===== config.mk =====
export PLATFORM = sky130hd
export DESIGN_NAME = branch_fetch_ctrl
export DESIGN_NICKNAME = d
export VERILOG_FILES = /design/src/rtl/fetch_pol_pkg.sv /design/src/rtl/fc_rst_sync.sv /design/src/rtl/fc_policy_ctrl.sv /design/src/rtl/fc_slot_track.sv /design/src/rtl/fc_pc_unit.sv /design/src/rtl/branch_fetch_ctrl.sv
export SDC_FILE = /design/constraint.sdc
export NUM_CORES = 1
export LEC_CHECK = 0
export BUFFER_PORTS_ARGS = -buffer_cell sky130_fd_sc_hd__buf_2
export CORE_UTILIZATION = 55
export DETAILED_ROUTE_END_ITERATION = 10
export PLACE_DENSITY = 0.71
export SETUP_SLACK_MARGIN = 0.4
export SYNTH_ARGS = -nofsm -noshare
export SYNTH_HDL_FRONTEND = slang
export SYNTH_SLANG_ARGS = --single-unit

===== constraint.sdc =====
create_clock -name clk -period 3.43 [get_ports clk]
set_input_delay 0.1715 -clock clk [delete_from_list [all_inputs] [get_ports clk]]
set_output_delay 0.1715 -clock clk [all_outputs]
set_load 0.01 [all_outputs]

===== src/rtl/fetch_pol_pkg.sv =====
package fetch_pol_pkg;
  typedef enum logic [1:0] {
    POL_FREEZE     = 2'd0,
    POL_NOT_TAKEN  = 2'd1,
    POL_DELAY_SLOT = 2'd2,
    POL_FREEZE_ALT = 2'd3
  } br_policy_e;
endpackage


===== src/rtl/fc_rst_sync.sv =====
module fc_rst_sync (
  input  logic clk,
  input  logic rst_n,
  output logic rst_int_n
);
  logic [1:0] sync_q;

  always_ff @(posedge clk or negedge rst_n) begin
    if (!rst_n) sync_q <= 2'b00;
    else        sync_q <= {sync_q[0], 1'b1};
  end

  assign rst_int_n = sync_q[1];
endmodule


===== src/rtl/fc_policy_ctrl.sv =====
module fc_policy_ctrl
  import fetch_pol_pkg::*;
(
  input  logic       clk,
  input  logic       rst_n,
  input  logic [1:0] policy_sel,
  input  logic       stall,
  input  logic       dec_is_branch,
  input  logic       ifid_vld,
  input  logic       ex_is_branch,
  input  logic       idex_vld,
  input  logic       ex_src_zero,
  output logic       redirect,
  output logic       kill,
  output logic       hold,
  output logic       fetch_valid
);
  br_policy_e pol;
  logic       ex_live;
  logic       is_freeze;

  always_comb begin
    pol       = br_policy_e'(policy_sel);
    is_freeze = (pol == POL_FREEZE) || (pol == POL_FREEZE_ALT);
    ex_live   = ex_is_branch && idex_vld;
    redirect  = ex_live && ex_src_zero;
    unique case (pol)
      POL_NOT_TAKEN:  kill = ex_live && ex_src_zero;
      POL_DELAY_SLOT: kill = 1'b0;
      default:        kill = ex_live;
    endcase
    hold        = is_freeze && dec_is_branch && ifid_vld && !kill;
    fetch_valid = !stall && !hold;
  end

  // the delay slot is never squashed
  p_delay_nokill_r7: assert property (@(posedge clk) disable iff (!rst_n)
    (pol == POL_DELAY_SLOT) |-> !kill);
endmodule


===== src/rtl/fc_slot_track.sv =====
module fc_slot_track #(
  parameter int ADDR_W = 32
) (
  input  logic              clk,
  input  logic              rst_n,
  input  logic              stall,
  input  logic              kill,
  input  logic              hold,
  input  logic              fetch_valid,
  input  logic [ADDR_W-1:0] fetch_addr,
  output logic              ifid_vld,
  output logic              idex_vld,
  output logic [ADDR_W-1:0] idex_pc
);
  logic              ifid_vld_d, idex_vld_d;
  logic [ADDR_W-1:0] ifid_pc_q;
  logic              advance;

  always_comb begin
    advance    = !stall;
    ifid_vld_d = ifid_vld;
    if (advance)   ifid_vld_d = fetch_valid;
    else if (kill) ifid_vld_d = 1'b0;
    idex_vld_d = advance && ifid_vld && !kill;
  end

  always_ff @(posedge clk or negedge rst_n) begin
    if (!rst_n) begin
      ifid_vld <= 1'b0;
      idex_vld <= 1'b0;
    end else begin
      ifid_vld <= ifid_vld_d;
      idex_vld <= idex_vld_d;
    end
  end

  always_ff @(posedge clk or negedge rst_n) begin
    if (!rst_n) begin
      ifid_pc_q <= '0;
      idex_pc   <= '0;
    end else if (advance) begin
      ifid_pc_q <= fetch_addr;
      idex_pc   <= ifid_pc_q;
    end
  end

  // a freeze hold leaves an empty slot behind the branch
  p_hold_bubble_r5: assert property (@(posedge clk) disable iff (!rst_n)
    (hold && !stall) |=> !ifid_vld);

  // a stalled cycle always empties the execute slot
  p_stall_empty_ex_r10: assert property (@(posedge clk) disable iff (!rst_n)
    stall |=> !idex_vld);
endmodule


===== src/rtl/fc_pc_unit.sv =====
module fc_pc_unit #(
  parameter int          ADDR_W      = 32,
  parameter int          OFS_W       = 16,
  parameter int          INSTR_BYTES = 4,
  parameter logic [31:0] RESET_PC    = 32'h0
) (
  input  logic              clk,
  input  logic              rst_n,
  input  logic              stall,
  input  logic              hold,
  input  logic              redirect,
  input  logic              fetch_valid,
  input  logic [ADDR_W-1:0] branch_pc,
  input  logic [OFS_W-1:0]  ex_offset,
  output logic [ADDR_W-1:0] fetch_addr
);
  localparam int                SHIFT = $clog2(INSTR_BYTES);
  localparam logic [ADDR_W-1:0] STEP  = ADDR_W'(INSTR_BYTES);
  localparam logic [ADDR_W-1:0] RST_A = ADDR_W'(RESET_PC);

  logic [ADDR_W-1:0] pc_q, pc_d;
  logic [ADDR_W-1:0] target;
  logic [ADDR_W-1:0] ofs_ext;

  always_comb begin
    ofs_ext = {{(ADDR_W-OFS_W){ex_offset[OFS_W-1]}}, ex_offset} << SHIFT;
    target  = branch_pc + STEP + ofs_ext;
    fetch_addr = redirect ? target : pc_q;
    if (redirect)           pc_d = stall ? target : target + STEP;
    else if (stall || hold) pc_d = pc_q;
    else                    pc_d = pc_q + STEP;
  end

  always_ff @(posedge clk or negedge rst_n) begin
    if (!rst_n) pc_q <= RST_A;
    else        pc_q <= pc_d;
  end

  // an accepted fetch without redirect is followed by the next word
  p_seq_step_r2: assert property (@(posedge clk) disable iff (!rst_n)
    (fetch_valid && !redirect) |=> (redirect || fetch_addr == $past(fetch_addr) + STEP));

  // a stall without redirect keeps the fetch address
  p_stall_keep_r8: assert property (@(posedge clk) disable iff (!rst_n)
    (stall && !redirect) |=> (redirect || fetch_addr == $past(fetch_addr)));

  // a redirect under stall is refetched once the stall is gone
  p_stall_redirect_r9: assert property (@(posedge clk) disable iff (!rst_n)
    (stall && redirect) |=> (redirect || fetch_addr == $past(fetch_addr)));
endmodule


===== src/rtl/branch_fetch_ctrl.sv =====
module branch_fetch_ctrl #(
  parameter int          ADDR_W      = 32,
  parameter int          OFS_W       = 16,
  parameter int          INSTR_BYTES = 4,
  parameter logic [31:0] RESET_PC    = 32'h0
) (
  input  logic              clk,
  input  logic              rst_n,
  input  logic [1:0]        policy_sel,
  input  logic              stall,
  input  logic              dec_is_branch,
  input  logic              ex_is_branch,
  input  logic              ex_src_zero,
  input  logic [OFS_W-1:0]  ex_offset,
  output logic [ADDR_W-1:0] fetch_addr,
  output logic              fetch_valid,
  output logic              kill_slot
);
  logic              rst_int_n;
  logic              redirect, hold, ifid_vld, idex_vld;
  logic [ADDR_W-1:0] idex_pc;

  fc_rst_sync u_rst (
    .clk       (clk),
    .rst_n     (rst_n),
    .rst_int_n (rst_int_n)
  );

  fc_policy_ctrl u_ctrl (
    .clk           (clk),
    .rst_n         (rst_int_n),
    .policy_sel    (policy_sel),
    .stall         (stall),
    .dec_is_branch (dec_is_branch),
    .ifid_vld      (ifid_vld),
    .ex_is_branch  (ex_is_branch),
    .idex_vld      (idex_vld),
    .ex_src_zero   (ex_src_zero),
    .redirect      (redirect),
    .kill          (kill_slot),
    .hold          (hold),
    .fetch_valid   (fetch_valid)
  );

  fc_slot_track #(.ADDR_W(ADDR_W)) u_track (
    .clk         (clk),
    .rst_n       (rst_int_n),
    .stall       (stall),
    .kill        (kill_slot),
    .hold        (hold),
    .fetch_valid (fetch_valid),
    .fetch_addr  (fetch_addr),
    .ifid_vld    (ifid_vld),
    .idex_vld    (idex_vld),
    .idex_pc     (idex_pc)
  );

  fc_pc_unit #(
    .ADDR_W(ADDR_W), .OFS_W(OFS_W), .INSTR_BYTES(INSTR_BYTES), .RESET_PC(RESET_PC)
  ) u_pc (
    .clk         (clk),
    .rst_n       (rst_int_n),
    .stall       (stall),
    .hold        (hold),
    .redirect    (redirect),
    .fetch_valid (fetch_valid),
    .branch_pc   (idex_pc),
    .ex_offset   (ex_offset),
    .fetch_addr  (fetch_addr)
  );

  // at most one slot is squashed per branch
  p_kill_single_r6: assert property (@(posedge clk) disable iff (!rst_int_n)
    kill_slot |=> !kill_slot);
endmodule


==> results.tsv, run 1 <==
metric	value	unit
Core Area	13300	µm²
Final Max Tran Viols	0	
Worst path most repeated cell	buf_4	
Vias	7670	
WL/cell	21.5	µm
Top FF cell, synth	dfrtp_1	
crit path max fanout	5	
vias in the first global route	7289	
FMAX	250	MHz
CTS sink cnt	100	
gate count of the mapped netlist	810	
Die Wd	119	µm
number of synthesized flops with an enable pin	0	
period utilization	1.17	
initial antenna violation count	0	
fill cell count	667	
Hold Vio Cnt, Final	0	
Final WS setup	-0.572	ns
worst stage delay on the critical path	0.51	ns
Seq/Total Area, Yosys	0.334	
CTS max path bufs	2	
# diodes	0	
first-pass GRT wire length	35.4	mm
grt total ovfl	0	
final count of negative-setup-slack endpoints	29	
R2R Path Start	u_track.idex_pc[17]	
drt initial violations	627	
Worst Hold Class	input pin to async pin	
Syn Std Cell Area	7500	µm²
Slowest cell on crit path	a2111oi_1	
worst path cell trace	ha_4, ha_4, buf_4, nand2_1, a21oi_1, nor2b_1, a2111oi_1, o311ai_2, buf_4, buf_4, nor3_1, nor4b_4, a31o_2, a31oi_1	
violations in the final reports	setup timing	
Rel. slew slack	0.380	
status	complete, but fails checks	
GR Layer Usage met1	0.366	
Initial Utilization	0.564	
H-Tree Depth	3	
Reg2Reg Depth	14	
vias per cell	6.37	
Setup Crit Path Kind	flop to flop	
die area	14100	µm²
Port Buffers	57	
CP endpoint kind	flop	
chip height	119	µm
clk_skew	0.0130	ns
I/O Pins	58	
Reg clk slew, reported paths	0.08	ns
area overhead of the layout relative to synthesis	46.2	%
met2 Use GR	0.548	
most common cell after layout, fill and taps aside	buf_4	
CP required	3.64	ns
DRT Pass-1 Iters	5	
reg-to-reg slack, setup	-0.57	ns
worst skew pair latency	0.37	ns
syn nets	895	
DRT Wirelength	25.9	mm
Antenna Nets Post-Route	0	
CP startpoint kind	flop	
GP Congestion	0.901	
Post-synth ARST share	1.00	
area of the multi-input gates	5990	µm²
YS warnings	0	
RSZ-0062 raised after global routing	true	
register area	2510	µm²
#FFs+latches synth	100	
TritonCTS clock tree	yes	
layout cell share with drive strength beyond 1	0.482	
Root Driver	clkbuf_16	
Residual DRC	0	
Critical Path AT	4.22	ns
HPWL Detailed	14.0	mm
Net count, final	1109	
most used routing layer	met2	
grt met3 use	0.0637	
post-synthesis average cell area	9.26	µm²
Total Routing Usage GR	0.314	
commonest cells after routing, fill and taps aside	buf_4, nand2_1, dfrtp_1, mux2_2, buf_6	
Distinct cells, synth	82	
maxcap violations	0	
worst slew pin tran	0.930	ns
Num CTS Buffers	9	
r2r endpoint	u_pc.pc_q[31]	
pin count of the biggest net entering global routing	76	
TNS Setup	-6.71	ns
FP Rows	42	
min Tclk post-route	4.00	ns
[sequential cells by signal (all words and copies together), names as in the netlist]
signal / cells
u_pc.pc_q: 32
u_rst.sync_q: 2
u_track.idex_pc: 32
u_track.idex_vld: 1
u_track.ifid_pc_q: 32
u_track.ifid_vld: 1
[Yosys cell counts (all sizes together) (15+ instances only)]
master,number,area share
nor3,15,0.012
mux2,66,0.099
o21ai,53,0.036
nand3,23,0.015
nor2,54,0.027
ha,60,0.10
xor2,24,0.028
xnor2,48,0.056
clkbuf,22,0.014
nand2,123,0.062
dfrtp,100,0.33
buf,16,0.016
a21oi,43,0.031
[through the flow]
stage,hold WS [ns],instance area (µm²),setup slack [ns],util,std cells
after CTS,0.115,10300,-0.332,0.776,1175
after global routing,0.129,11000,-0.859,0.825,1205
after detailed placement,-0.0424,8710,-0.415,0.655,1117
final,0.137,11000,-0.572,0.825,1205
after floorplan,-0.124,7580,-0.238,-,810
after global placement,-0.0438,8710,-0.308,0.655,1117
[worst max-delay path: cells and delay by family (launching register included)]
family,cells,cell delay [ns]
AND/OR/NAND/NOR,4,1.06
buffers and inverters,3,0.50
flip-flops,1,0.45
AO/OA/AOI/OAI,5,1.30
adder cells (fa/ha/maj),2,0.53
[cells by family after synthesis]
group           after synthesis  synth area share
simple gates                294             0.196
compound gates              164             0.147
flops                       100             0.334
xor+xnor                     72            0.0841
mux                          67             0.100
fa+ha+maj                    61             0.103
buf+inv                      51            0.0357
other cells                   1          0.000500
[area by class of cell]
| cell class | instances | share of cell area |
|---|---|---|
| Clock inverter | 6 | 0.00798 |
| Inverter | 13 | 0.00490 |
| Tap cell | 176 | 0.0201 |
| Clock buffer | 10 | 0.0209 |
| Multi-Input combinational cell | 659 | 0.546 |
| Sequential cell | 100 | 0.228 |
| Timing Repair Buffer | 241 | 0.172 |
[metal layers]
layer	routed length [µm]	vias up
met1	9730	3745
met3	1590	149
li1	-	3346
met4	1540	0
met2	13000	430
met5	0	-
[worst max path at each step]
stage                         from       endpoint  depth (start not counted)
3_5_place_dp    u_track.idex_pc[3]  u_pc.pc_q[30]                         13
3_3_place_gp    u_track.idex_pc[3]  u_pc.pc_q[30]                         13
6_report       u_track.idex_pc[17]  u_pc.pc_q[31]                         14
5_1_grt        u_track.idex_pc[21]  u_pc.pc_q[30]                         12
2_1_floorplan   u_track.idex_pc[3]  u_pc.pc_q[30]                         13
4_1_cts         u_track.idex_pc[3]  u_pc.pc_q[30]                         13
[timing repair]
item,4_1_cts,5_1_grt
pin swaps,50,41
endpoints found under the setup margin,57,62
endpoints found under the hold margin,2,0
gates resized for setup,185,87
setup buffers,41,30
hold buffers,1,0
Power of run 1 is not shown: default switching activity piles up to over one toggle a cycle in this logic, so the estimate is an artifact.
==> inputs of run 2 (changes only) <==
MAX_ROUTING_LAYER = met4   (was unset)
==> results.tsv, run 2 (synthesis results as in run 1) <==
metric	value	unit
Final Max Tran Viols	0	
GP Congestion	0.918	
violations in the final reports	setup timing	
Net count, final	1107	
CTS sink cnt	100	
Residual DRC	0	
HPWL Detailed	14.2	mm
commonest cells after routing, fill and taps aside	buf_4, nand2_1, dfrtp_1, mux2_2, buf_2	
clk_skew	0.0220	ns
Final WS setup	-0.647	ns
min Tclk post-route	4.08	ns
TNS Setup	-8.64	ns
cell family with most CP delay	simple AND/OR/NAND/NOR gates	
TritonCTS clock tree	yes	
Hold Vio Cnt, Final	0	
worst path cell trace	ha_4, ha_4, inv_2, fa_2, nand2b_4, buf_4, buf_6, a21oi_4, o211ai_1, and3_1, nor3_2, nand4_2, or4_4, or4_4, a31oi_2	
DRT Wirelength	27.4	mm
maxcap violations	0	
worst stage delay on the critical path	0.52	ns
FP Rows	42	
r2r endpoint	u_pc.pc_q[30]	
initial antenna violation count	1	
Port Buffers	57	
layout cell share with drive strength beyond 1	0.487	
Initial Utilization	0.564	
worst skew pair latency	0.38	ns
CTS max path bufs	2	
Worst Hold Class	input pin to async pin	
crit path max fanout	4	
Vias	7913	
I/O Pins	58	
Slowest cell on crit path	or4_4	
Root Driver	clkbuf_16	
most common cell after layout, fill and taps aside	buf_4	
crit path from	u_track.idex_pc[3]	
fill cell count	668	
Critical Path AT	4.35	ns
Total Routing Usage GR	0.332	
final count of negative-setup-slack endpoints	30	
status	complete, but fails checks	
post-route core utilization	0.835	
die area	14100	µm²
Worst path depth	15	
H-Tree Depth	3	
Setup Crit Path Kind	flop to flop	
CP endpoint kind	flop	
first-pass GRT wire length	36.0	mm
Largest regs	u_pc.pc_q (32), u_track.idex_pc (32), u_track.ifid_pc_q (32)	
period utilization	1.19	
Critical Path Sink	u_pc.pc_q[30]	
CP required	3.70	ns
R2R Path Start	u_track.idex_pc[3]	
Core Area	13300	µm²
hold slack final	0.111	ns
Cells after DPL	1117	
area overhead of the layout relative to synthesis	48.0	%
RSZ-0062 raised after global routing	true	
Die Wd	119	µm
reg-to-reg slack, setup	-0.65	ns
CP startpoint kind	flop	
vias in the first global route	7385	
WL/cell	22.8	µm
Rel. slew slack	0.353	
Reg clk slew, reported paths	0.07	ns
Reg2Reg Depth	15	
vias per cell	6.57	
grt total ovfl	0	
FMAX	245	MHz
DRT Pass-1 Iters	7	
drt initial violations	801	
Critical path buffers and inverters	3	
chip height	119	µm
Num CTS Buffers	9	
worst slew pin tran	0.970	ns
Antenna Nets Post-Route	0	
Non-Filler Instances	1204	
pin count of the biggest net entering global routing	76	
-- run 2: cell types whose count changed in the layout (fill, tap and decap cells not counted), moves of 4 or more --
| cell | delta |
|---|---|
| o21ai_1 | +4 |
| o21ai_4 | +5 |
| nand2_2 | -4 |
| buf_6 | -4 |
| o21ai_0 | -8 |
-- run 2: final cells by class --
type | instances | area (µm²) | area share
Tap cell | 176 | 220 | 0.0198
Inverter | 13 | 63.8 | 0.00575
Timing Repair Buffer | 239 | 1890 | 0.170
Clock buffer | 11 | 243 | 0.0219
Antenna cell | 1 | 2.50 | 0.000225
Sequential cell | 100 | 2510 | 0.226
Multi-Input combinational cell | 659 | 6070 | 0.547
Clock inverter | 5 | 108 | 0.00969
-- run 2: worst min path at each step --
stage                                 end  slack (ns)  cells past startpoint
after global placement    u_rst.sync_q[0]       -0.04                      1
final                     u_rst.sync_q[0]        0.11                      2
after floorplan           u_rst.sync_q[0]       -0.12                      0
after detailed placement  u_rst.sync_q[0]       -0.04                      1
after global routing      u_rst.sync_q[1]        0.13                      2
after CTS                 u_rst.sync_q[1]        0.11                      2
-- run 2: through the flow --
stage                     cell area, µm²  setup WS (ns)
after floorplan                     7580         -0.238
final                              11100         -0.647
after global routing               11100         -0.673
after CTS                          10400         -0.392
after global placement              8710         -0.309
after detailed placement            8710         -0.458
-- run 2: metal layers --
layer  track usage  routed length, µm  vias to the layer above
met5             -                  0                        -
met1         0.372              10100                     3887
met2         0.568              13700                      486
li1              -                  -                     3351
met3        0.0550               1810                      189
met4         0.175               1860                        0
-- run 2: timing repair --
action	CTS	global route
pin swaps	58	56
hold buffers	1	0
setup buffers	37	32
hold endpoints to repair	2	0
gates resized for setup	204	99
setup endpoints to repair	60	62
-- run 2: worst reg2reg max path, stage by stage (launching register included) --
cell and delay, ns:
dfrtp_1 0.41, ha_4 0.28, ha_4 0.13, inv_2 0.03, fa_2 0.36, nand2b_4 0.16
buf_4 0.13, buf_6 0.12, a21oi_4 0.16, o211ai_1 0.28, and3_1 0.34, nor3_2 0.30
nand4_2 0.13, or4_4 0.52, or4_4 0.43, a31oi_2 0.20
Power of run 2 is left out for the same reason.
==> inputs of run 3 (changes only) <==
PLACE_DENSITY = 0.72   (was 0.71)
==> results.tsv, run 3 (synthesis results as in run 1) <==
metric	value	unit
final count of negative-setup-slack endpoints	28	
Final Max Tran Viols	0	
Core Area	13300	µm²
worst path cell trace	ha_4, ha_4, inv_2, fa_2, nand2b_4, a21o_1, a311o_1, a2111oi_4, and4b_4, buf_4, nand4b_1, nor4b_4, buf_4, a31o_2, a31oi_1	
most common cell after layout, fill and taps aside	buf_4	
GP Congestion	0.962	
Setup Crit Path Kind	flop to flop	
Antenna Nets Post-Route	0	
DRT Wirelength	23.8	mm
violations in the final reports	setup timing	
dpl ws	-0.333	ns
worst skew pair latency	0.37	ns
DRT Pass-1 Iters	5	
cell family with most CP delay	compound AO/OA/AOI/OAI gates	
CP required	3.67	ns
H-Tree Depth	3	
WL/cell	19.9	µm
area overhead of the layout relative to synthesis	43.3	%
drt initial violations	617	
layout cell share with drive strength beyond 1	0.462	
Hold Vio Cnt, Final	0	
CTS max path bufs	2	
Die Wd	119	µm
CP startpoint kind	flop	
hold slack final	0.105	ns
HPWL Detailed	14.3	mm
fill cell count	758	
CTS sink cnt	100	
TritonCTS clock tree	yes	
Critical Path AT	4.20	ns
commonest cells after routing, fill and taps aside	buf_4, nand2_1, dfrtp_1, mux2_2, buf_6	
chip height	119	µm
I/O Pins	58	
vias per cell	6.16	
min Tclk post-route	3.96	ns
FMAX	252	MHz
Reg clk slew, reported paths	0.08	ns
vias in the first global route	7221	
Rel. slew slack	0.411	
Net count, final	1103	
clk_skew	0.0105	ns
Final WS setup	-0.534	ns
RSZ-0062 raised after global routing	true	
Initial Utilization	0.564	
pin count of the biggest net entering global routing	76	
crit path max fanout	5	
CP endpoint kind	flop	
Residual DRC	0	
# diodes	0	
worst slew pin tran	0.884	ns
Port Buffers	57	
Total Routing Usage GR	0.322	
Worst Hold Class	input pin to async pin	
Slowest cell on crit path	a2111oi_4	
period utilization	1.16	
Critical path buffers and inverters	3	
maxcap violations	0	
Largest regs	u_pc.pc_q (32), u_track.idex_pc (32), u_track.ifid_pc_q (32)	
Num CTS Buffers	9	
FP Rows	42	
grt total ovfl	0	
die area	14100	µm²
status	complete, but fails checks	
Root Driver	clkbuf_16	
worst stage delay on the critical path	0.43	ns
initial antenna violation count	0	
Vias	7383	
first-pass GRT wire length	34.9	mm
## run 3: path summary, 6_finish.rpt
path                               startpoint               endpoint  slack (ns)  depth (start not counted)
max                        u_track.idex_pc[3]          u_pc.pc_q[31]       -0.53                         15
min                                     rst_n        u_rst.sync_q[1]        0.11                          2
max in group asynchronous     u_rst.sync_q[1]  u_track.ifid_pc_q[21]        2.34                          1
min reg2reg                   u_rst.sync_q[1]   u_track.ifid_pc_q[2]        0.20                          0
min in group clk                  ex_src_zero       u_track.idex_vld        0.29                          4
max reg2reg                u_track.idex_pc[3]          u_pc.pc_q[31]       -0.53                         15
## run 3: what timing repair did
| action | CTS | global route |
|---|---|---|
| endpoints found under the setup margin | 60 | 64 |
| endpoints found under the hold margin | 2 | 0 |
| hold buffers | 1 | 0 |
| gates resized for setup | 170 | 94 |
| buffers inserted | 30 | 20 |
| pin swaps | 61 | 42 |
## run 3: cell type report
type / count / area (µm²) / share of cell area
inverters: 13 / 56.3 / 0.00524
repair buffers: 235 / 1870 / 0.174
clock buffers: 9 / 225 / 0.0210
multi-input cells: 659 / 5800 / 0.540
flip-flops and latches: 100 / 2510 / 0.233
well taps: 176 / 220 / 0.0205
clock inverters: 7 / 71.3 / 0.00664
## run 3: stage by stage
stage,setup TNS [ns],cell area [µm²],utilization,cells
after detailed placement,-1.79,8840,0.665,1132
after global placement,-1.34,8840,0.665,1132
after global routing,-10.47,10700,0.808,1199
after floorplan,-0.238,7580,-,810
final,-7.67,10700,0.808,1199
after CTS,-2.88,10100,0.762,1179
## run 3: metal layers
layer  vias up  GRT usage  wire [µm]
li1       3324          -          -
met1      3596      0.365       8950
met2       346      0.554      12400
met3       117     0.0521       1130
met4         0      0.153       1370
met5         -          -          0
Power of run 3 is left out for the same reason.
